==> src/rtl/dma_pkg.sv <==
package dma_pkg;
    localparam logic [7:0]  OFS_LBASE = 8'h50;
    localparam logic [7:0]  OFS_HBASE = 8'h54;
    localparam logic [7:0]  OFS_SIZE  = 8'h58;
    localparam logic [7:0]  OFS_CTL   = 8'h5C;
    localparam logic [7:0]  OFS_STAT  = 8'h94;
    localparam logic [31:0] CTL_KEEP  = 32'h0000_0203;
    localparam int          DIR_BIT   = 0;
    localparam int          CMP_BIT   = 5;

    typedef enum logic [1:0] {
        S_IDLE,
        S_FETCH,
        S_WAIT,
        S_STORE
    } seq_state_t;
endpackage

==> src/rtl/dma_regs.sv <==
module dma_regs
    import dma_pkg::*;
#(
    parameter int LOC_AW = 12,
    parameter int SIZE_W = 16,
    parameter int REG_AW = 8
) (
    input  logic              clk,
    input  logic              rst_n,
    input  logic              reg_wr,
    input  logic [REG_AW-1:0] reg_addr,
    input  logic [31:0]       reg_wdata,
    output logic [31:0]       reg_rdata,
    input  logic              busy,
    input  logic              xfer_done,
    output logic [LOC_AW-1:0] lbase,
    output logic [31:0]       hbase,
    output logic [SIZE_W-1:0] size,
    output logic              start,
    output logic              start_dir,
    output logic              irq
);
    localparam logic [REG_AW-1:0] A_LB = REG_AW'(OFS_LBASE);
    localparam logic [REG_AW-1:0] A_HB = REG_AW'(OFS_HBASE);
    localparam logic [REG_AW-1:0] A_SZ = REG_AW'(OFS_SIZE);
    localparam logic [REG_AW-1:0] A_CT = REG_AW'(OFS_CTL);
    localparam logic [REG_AW-1:0] A_ST = REG_AW'(OFS_STAT);

    logic [LOC_AW-1:0] lbase_q;
    logic [31:0]       hbase_q;
    logic [SIZE_W-1:0] size_q;
    logic [31:0]       ctl_q;
    logic              cmp_q;
    logic              wr_lb, wr_hb, wr_sz, wr_ct, wr_st;

    assign wr_lb = reg_wr && (reg_addr == A_LB);
    assign wr_hb = reg_wr && (reg_addr == A_HB);
    assign wr_sz = reg_wr && (reg_addr == A_SZ);
    assign wr_ct = reg_wr && (reg_addr == A_CT);
    assign wr_st = reg_wr && (reg_addr == A_ST);

    assign start     = wr_ct && !busy;
    assign start_dir = reg_wdata[DIR_BIT];

    always_ff @(posedge clk or negedge rst_n) begin
        if (!rst_n) begin
            lbase_q <= '0;
            hbase_q <= '0;
            size_q  <= '0;
            ctl_q   <= '0;
            cmp_q   <= 1'b0;
        end else begin
            if (wr_lb) lbase_q <= reg_wdata[LOC_AW+1:2];
            if (wr_hb) hbase_q <= reg_wdata;
            if (wr_sz) size_q  <= reg_wdata[SIZE_W-1:0];
            if (wr_ct) ctl_q   <= reg_wdata & CTL_KEEP;
            if (xfer_done)
                cmp_q <= 1'b1;
            else if (wr_st && reg_wdata[CMP_BIT])
                cmp_q <= 1'b0;
        end
    end

    always_comb begin
        reg_rdata = '0;
        case (reg_addr)
            A_LB:    reg_rdata = 32'({lbase_q, 2'b00});
            A_HB:    reg_rdata = hbase_q;
            A_SZ:    reg_rdata = 32'(size_q);
            A_CT:    reg_rdata = ctl_q;
            A_ST:    reg_rdata = 32'(cmp_q) << CMP_BIT;
            default: reg_rdata = '0;
        endcase
    end

    assign lbase = lbase_q;
    assign hbase = hbase_q;
    assign size  = size_q;
    assign irq   = cmp_q;

    AST_CTL_ONLY_MASK: assert property (@(posedge clk) disable iff (!rst_n)
        (ctl_q & ~CTL_KEEP) == 32'h0);

    AST_CMP_ON_LAST: assert property (@(posedge clk) disable iff (!rst_n)
        $rose(cmp_q) |-> $past(xfer_done));

    AST_CMP_STICKY: assert property (@(posedge clk) disable iff (!rst_n)
        (cmp_q && !(wr_st && reg_wdata[CMP_BIT])) |=> cmp_q);
endmodule

==> src/rtl/dma_seq.sv <==
module dma_seq
    import dma_pkg::*;
#(
    parameter int LOC_AW = 12,
    parameter int SIZE_W = 16
) (
    input  logic              clk,
    input  logic              rst_n,
    input  logic              start,
    input  logic              start_dir,
    input  logic [LOC_AW-1:0] lbase,
    input  logic [31:0]       hbase,
    input  logic [SIZE_W-1:0] size,
    output logic              busy,
    output logic              xfer_done,
    output logic              loc_req_valid,
    output logic              loc_req_write,
    output logic [LOC_AW-1:0] loc_req_addr,
    output logic [31:0]       loc_req_wdata,
    input  logic              loc_req_ready,
    input  logic              loc_rsp_valid,
    input  logic [31:0]       loc_rsp_rdata,
    output logic              host_req_valid,
    output logic              host_req_write,
    output logic [31:0]       host_req_addr,
    output logic [31:0]       host_req_wdata,
    input  logic              host_req_ready,
    input  logic              host_rsp_valid,
    input  logic [31:0]       host_rsp_rdata
);
    localparam int CNT_W = SIZE_W - 2;

    seq_state_t        state_q, state_d;
    logic              dir_q;
    logic [LOC_AW-1:0] lptr_q;
    logic [31:0]       hptr_q;
    logic [CNT_W-1:0]  remain_q;
    logic [31:0]       data_q;
    logic              src_ready, src_rsp, dst_ready;
    logic [31:0]       src_rdata;
    logic              last_word;

    assign src_ready = dir_q ? loc_req_ready  : host_req_ready;
    assign dst_ready = dir_q ? host_req_ready : loc_req_ready;
    assign src_rsp   = dir_q ? loc_rsp_valid  : host_rsp_valid;
    assign src_rdata = dir_q ? loc_rsp_rdata  : host_rsp_rdata;
    assign last_word = (remain_q == '0);

    always_ff @(posedge clk or negedge rst_n) begin
        if (!rst_n) state_q <= S_IDLE;
        else        state_q <= state_d;
    end

    always_comb begin
        state_d = state_q;
        unique case (state_q)
            S_IDLE:  if (start)     state_d = S_FETCH;
            S_FETCH: if (src_ready) state_d = S_WAIT;
            S_WAIT:  if (src_rsp)   state_d = S_STORE;
            S_STORE: if (dst_ready) state_d = last_word ? S_IDLE : S_FETCH;
            default:                state_d = S_IDLE;
        endcase
    end

    always_ff @(posedge clk or negedge rst_n) begin
        if (!rst_n) begin
            dir_q    <= 1'b0;
            lptr_q   <= '0;
            hptr_q   <= '0;
            remain_q <= '0;
            data_q   <= '0;
        end else begin
            if (state_q == S_IDLE && start) begin
                dir_q    <= start_dir;
                lptr_q   <= lbase;
                hptr_q   <= hbase;
                remain_q <= size[SIZE_W-1:2];
            end
            if (state_q == S_WAIT && src_rsp)
                data_q <= src_rdata;
            if (state_q == S_STORE && dst_ready && !last_word) begin
                lptr_q   <= lptr_q + 1'b1;
                hptr_q   <= hptr_q + 32'd4;
                remain_q <= remain_q - 1'b1;
            end
        end
    end

    always_comb begin
        busy           = (state_q != S_IDLE);
        xfer_done      = (state_q == S_STORE) && dst_ready && last_word;
        loc_req_valid  = 1'b0;
        host_req_valid = 1'b0;
        loc_req_write  = 1'b0;
        host_req_write = 1'b0;
        unique case (state_q)
            S_FETCH: begin
                loc_req_valid  = dir_q;
                host_req_valid = !dir_q;
            end
            S_STORE: begin
                loc_req_valid  = !dir_q;
                host_req_valid = dir_q;
                loc_req_write  = !dir_q;
                host_req_write = dir_q;
            end
            default: ;
        endcase
        loc_req_addr   = lptr_q;
        loc_req_wdata  = data_q;
        host_req_addr  = hptr_q;
        host_req_wdata = data_q;
    end

    AST_ONE_SIDE: assert property (@(posedge clk) disable iff (!rst_n)
        !(loc_req_valid && host_req_valid));

    AST_START_WHEN_IDLE: assert property (@(posedge clk) disable iff (!rst_n)
        start |-> (state_q == S_IDLE));

    AST_CNT_HOLD: assert property (@(posedge clk) disable iff (!rst_n)
        (state_q == S_FETCH || state_q == S_WAIT) |=> $stable(remain_q));

    AST_WRITE_AFTER_READ: assert property (@(posedge clk) disable iff (!rst_n)
        $rose(loc_req_write || host_req_write) |-> $past(state_q == S_WAIT && src_rsp));
endmodule

==> src/rtl/blk_dma.sv <==
module blk_dma
    import dma_pkg::*;
#(
    parameter int LOC_AW = 12,
    parameter int SIZE_W = 16,
    parameter int REG_AW = 8
) (
    input  logic              clk,
    input  logic              rst_n,
    input  logic              reg_wr,
    input  logic [REG_AW-1:0] reg_addr,
    input  logic [31:0]       reg_wdata,
    output logic [31:0]       reg_rdata,
    output logic              irq,
    output logic              loc_req_valid,
    output logic              loc_req_write,
    output logic [LOC_AW-1:0] loc_req_addr,
    output logic [31:0]       loc_req_wdata,
    input  logic              loc_req_ready,
    input  logic              loc_rsp_valid,
    input  logic [31:0]       loc_rsp_rdata,
    output logic              host_req_valid,
    output logic              host_req_write,
    output logic [31:0]       host_req_addr,
    output logic [31:0]       host_req_wdata,
    input  logic              host_req_ready,
    input  logic              host_rsp_valid,
    input  logic [31:0]       host_rsp_rdata
);
    logic              busy, xfer_done, start, start_dir;
    logic [LOC_AW-1:0] lbase;
    logic [31:0]       hbase;
    logic [SIZE_W-1:0] size;

    dma_regs #(.LOC_AW(LOC_AW), .SIZE_W(SIZE_W), .REG_AW(REG_AW)) u_regs (
        .clk       (clk),
        .rst_n     (rst_n),
        .reg_wr    (reg_wr),
        .reg_addr  (reg_addr),
        .reg_wdata (reg_wdata),
        .reg_rdata (reg_rdata),
        .busy      (busy),
        .xfer_done (xfer_done),
        .lbase     (lbase),
        .hbase     (hbase),
        .size      (size),
        .start     (start),
        .start_dir (start_dir),
        .irq       (irq)
    );

    dma_seq #(.LOC_AW(LOC_AW), .SIZE_W(SIZE_W)) u_seq (
        .clk            (clk),
        .rst_n          (rst_n),
        .start          (start),
        .start_dir      (start_dir),
        .lbase          (lbase),
        .hbase          (hbase),
        .size           (size),
        .busy           (busy),
        .xfer_done      (xfer_done),
        .loc_req_valid  (loc_req_valid),
        .loc_req_write  (loc_req_write),
        .loc_req_addr   (loc_req_addr),
        .loc_req_wdata  (loc_req_wdata),
        .loc_req_ready  (loc_req_ready),
        .loc_rsp_valid  (loc_rsp_valid),
        .loc_rsp_rdata  (loc_rsp_rdata),
        .host_req_valid (host_req_valid),
        .host_req_write (host_req_write),
        .host_req_addr  (host_req_addr),
        .host_req_wdata (host_req_wdata),
        .host_req_ready (host_req_ready),
        .host_rsp_valid (host_rsp_valid),
        .host_rsp_rdata (host_rsp_rdata)
    );
endmodule

==> config.mk <==
export PLATFORM = sky130hd
export DESIGN_NAME = blk_dma
export DESIGN_NICKNAME = d
export VERILOG_FILES = /design/src/rtl/dma_pkg.sv /design/src/rtl/dma_regs.sv /design/src/rtl/dma_seq.sv /design/src/rtl/blk_dma.sv
export SDC_FILE = /design/constraint.sdc
export NUM_CORES = 1
export LEC_CHECK = 0
export ABC_CLOCK_PERIOD_IN_PS = 3500
export BUFFER_PORTS_ARGS = -buffer_cell sky130_fd_sc_hd__clkbuf_2
export CORE_ASPECT_RATIO = 1.4
export CORE_MARGIN = 2
export CORE_UTILIZATION = 30
export DETAILED_ROUTE_END_ITERATION = 7
export PLACE_DENSITY_LB_ADDON = 0.25
export SYNTH_ARGS = -nofsm -noshare
export SYNTH_HDL_FRONTEND = slang
export SYNTH_SLANG_ARGS = --single-unit
export TNS_END_PERCENT = 100
==> constraint.sdc <==
create_clock -name clk -period 3.5 [get_ports clk]
set_clock_uncertainty 0.05 [all_clocks]
set_input_delay 0.7 -clock clk [delete_from_list [all_inputs] [get_ports clk]]
set_output_delay 0.7 -clock clk [all_outputs]
set_load 0.02 [all_outputs]
==> run metrics <==
Yosys reg bits=157; vias in the first global route=7,223; CP required=3.78 ns; fraction of layout cells with a size suffix above 1=39.6%; ANT cells=0; wire per inst=19.1 um; Comb pwr share=32.0%; most frequent cells in the layout=clkbuf_2 (254), dfrtp_1 (156), nand2_1 (73); GRT Total Usage=18.5%; Post-synth EDFFs=0; Reg power frac=37.6%; pins over their slew limit=0; crit-path most repeated cell=buf_4; H-tree levels=4; IO Pins=256; static leakage=5.32 nW; Synth cell types=59; worst-skew pair later-pin latency=0.43 ns; TritonCTS Buffers=17; CTS tree=built; top-area cell type share of the netlist area=47.4%; unrepaired setup endpoints after global routing=no; Core Rows=72; FMAX=334 MHz; largest cells by area after synthesis=dfrtp_1 (47%), mux2_2 (9.1%), mux2i_1 (5.3%); crit-path max cell delay=0.70 ns; WL final=27,100 um; CP Capture Type=flop; Crit Path Max Fanout=15; Net Sw Power=0.00261 W; area grow syn2layout=27.1%; critical path, cell by cell=inv_1, ha_1, or3b_2, or4_1, buf_4, a21oi_4, buf_4, a211oi_1, a311oi_1; Crit Path Class=reg -> reg; MaxCap Viol Count=0; crit share post-route=85.5%; Overall Power=0.00696 W; grt ovf=0; Final min period=2.99 ns; largest net degree at the start of global routing=72; CTS Sinks=157; drt first pass iters=4; Final Setup Violations=0; Max-slew headroom=44.9%; post-synthesis async set-or-reset flop share=100%; post-CTS resize count=0; status=completed; Avg Cell Area, Syn=10.2 um^2; Yosys top cell by area=dfrtp_1; maximum vdd drop=0.000352 V; P_int=0.00434 W; Die Wd=145 um; DPL Wire Length=20,300 um; CP max stage cell=or4_1; HP Class=in -> async; Syn Nets=928; RD Place Congestion=0.851; Worst EP arrival=3.27 ns; Slew @ Worst Pin=0.825 ns; clk buf depth=2; yosys warns=0; Final TNS setup=0 ns; sw frac=37.6%; Post-DRT Antenna Nets=0; Die Y=201 um; initial antenna violation count=0; post-CTS setup buffer count=0; DRC=0; CORE AREA=0.0274 mm^2; Final #Nets=1,150; detailed-route via count=7,174; area of the multi-input gates=0.00387 mm^2; First DRT Iteration DRCs=293; port buffer count=255; Power Density=660 mW/mm^2; Vias/cell=5.07; Initial Util=30.3%; Synth Cell Area=0.00829 mm^2; fill cell count=2,789; Clock power frac=30.4%; clock root buffer=clkbuf_16; global-route wire length before repair=40,500 um; Fin. Hold Viols=0; Reg clk slew, reported paths=0.07 ns; sequential area share after synthesis=47.4%; Main synth FF type=dfrtp_1; most common cell after layout, fill and taps aside=clkbuf_2; Register Area=0.00393 mm^2; Syn Inst Count=810; die footprint=0.0290 mm^2; Hold Buf Count CTS=0; startpoint types=flop
-- kinds of logic (layout without fill, tap and decap cells) --
group                      after synthesis  after routing  synth area share [%]
and+or+nand+nor                        255            255                  15.4
AOI/OAI and AO/OA                      182            182                  15.1
DFF                                    157            157                  47.4
muxes                                  112            112                  14.7
adders and majority gates                7              7                  1.06
buffers and inverters                   97            331                  6.38
-- synth_stat cells, drive strengths merged, types with 8 or more instances --
cell      n
dfrtp   157
nand2    73
mux2     67
nor2     58
o21ai    55
buf      46
mux2i    44
a21oi    40
clkbuf   36
nand3    25
and3     24
a211oi   20
o221a    19
inv      15
nor4     13
nand4    11
nor3     11
a221o     8
-- registers in the layout, summed over array words and instances (netlist names) --
signal and cells:
u_regs.hbase 32, u_seq.host_req_addr 32, u_seq.host_req_wdata 32, u_regs.size 16, u_seq.remain_q 14, u_regs.lbase 12, u_seq.loc_req_addr 12, u_regs.ctl_q 3
u_seq.state_q 2, u_regs.irq 1, u_seq.dir_q 1
-- path summary, 6_finish.rpt --
check	cells past startpoint	start	to	slack, ns
worst min register to register	1	u_regs.ctl_q[9]	u_regs.ctl_q[9]	0.46
max in group asynchronous	2	rst_n	u_regs.lbase[3]	2.33
worst max register to register	9	u_seq.remain_q[0]	u_seq.host_req_addr[22]	0.51
worst max-delay path	9	u_seq.remain_q[0]	u_seq.host_req_addr[22]	0.51
worst min-delay path	1	rst_n	u_seq.host_req_addr[16]	0.24
min in group clk	2	reg_wdata[30]	u_regs.hbase[30]	0.45
-- metrics by stage --
stage / std cells / utilization [%] / hold slack, ns / cell area (um^2) / worst slack [ns]
floorplan: 810 / - / 0.354 / 8290 / 0.578
global placement: 1383 / 36.1 / 0.433 / 9890 / 0.541
detailed placement: 1383 / 36.1 / 0.443 / 9890 / 0.503
CTS: 1414 / 38.5 / 0.275 / 10500 / 0.508
global route: 1414 / 38.5 / 0.279 / 10500 / 0.357
finish: 1414 / 38.5 / 0.240 / 10500 / 0.509
-- layout make-up --
type                    instances  area share, %
clock buffers                  21           4.18
clock inverters                10           2.02
inverters                      15          0.534
multi-input cells             556           36.7
flip-flops and latches        157           37.3
well taps                     370           4.39
repair buffers                285           14.9
-- critical path, delay by kind of cell (launching register included) --
| kind | cells | cell delay (ns) |
|---|---|---|
| and+or+nand+nor | 2 | 1.20 |
| adders and majority gates | 1 | 0.19 |
| AOI/OAI and AO/OA | 3 | 0.48 |
| buffers and inverters | 3 | 0.57 |
| DFF | 1 | 0.39 |
-- power groups by stage --
stage                     registers, W  clock network (W)  logic, W
after floorplan                0.00286                  0   0.00133
after global routing           0.00267            0.00224   0.00245
after detailed placement       0.00265                  0   0.00225
after global placement         0.00264                  0   0.00222
after CTS                      0.00262            0.00216   0.00225
final                          0.00262            0.00211   0.00223
-- layer usage --
metal,GRT usage (%),share of wire (%),up-vias
li1,-,-,3397
met1,20.6,39,3517
met2,34.0,54,221
met3,3.20,4.3,39
met4,7.87,3.0,0
met5,0,0,-
Note: power is estimated with default switching activity, not from simulation.
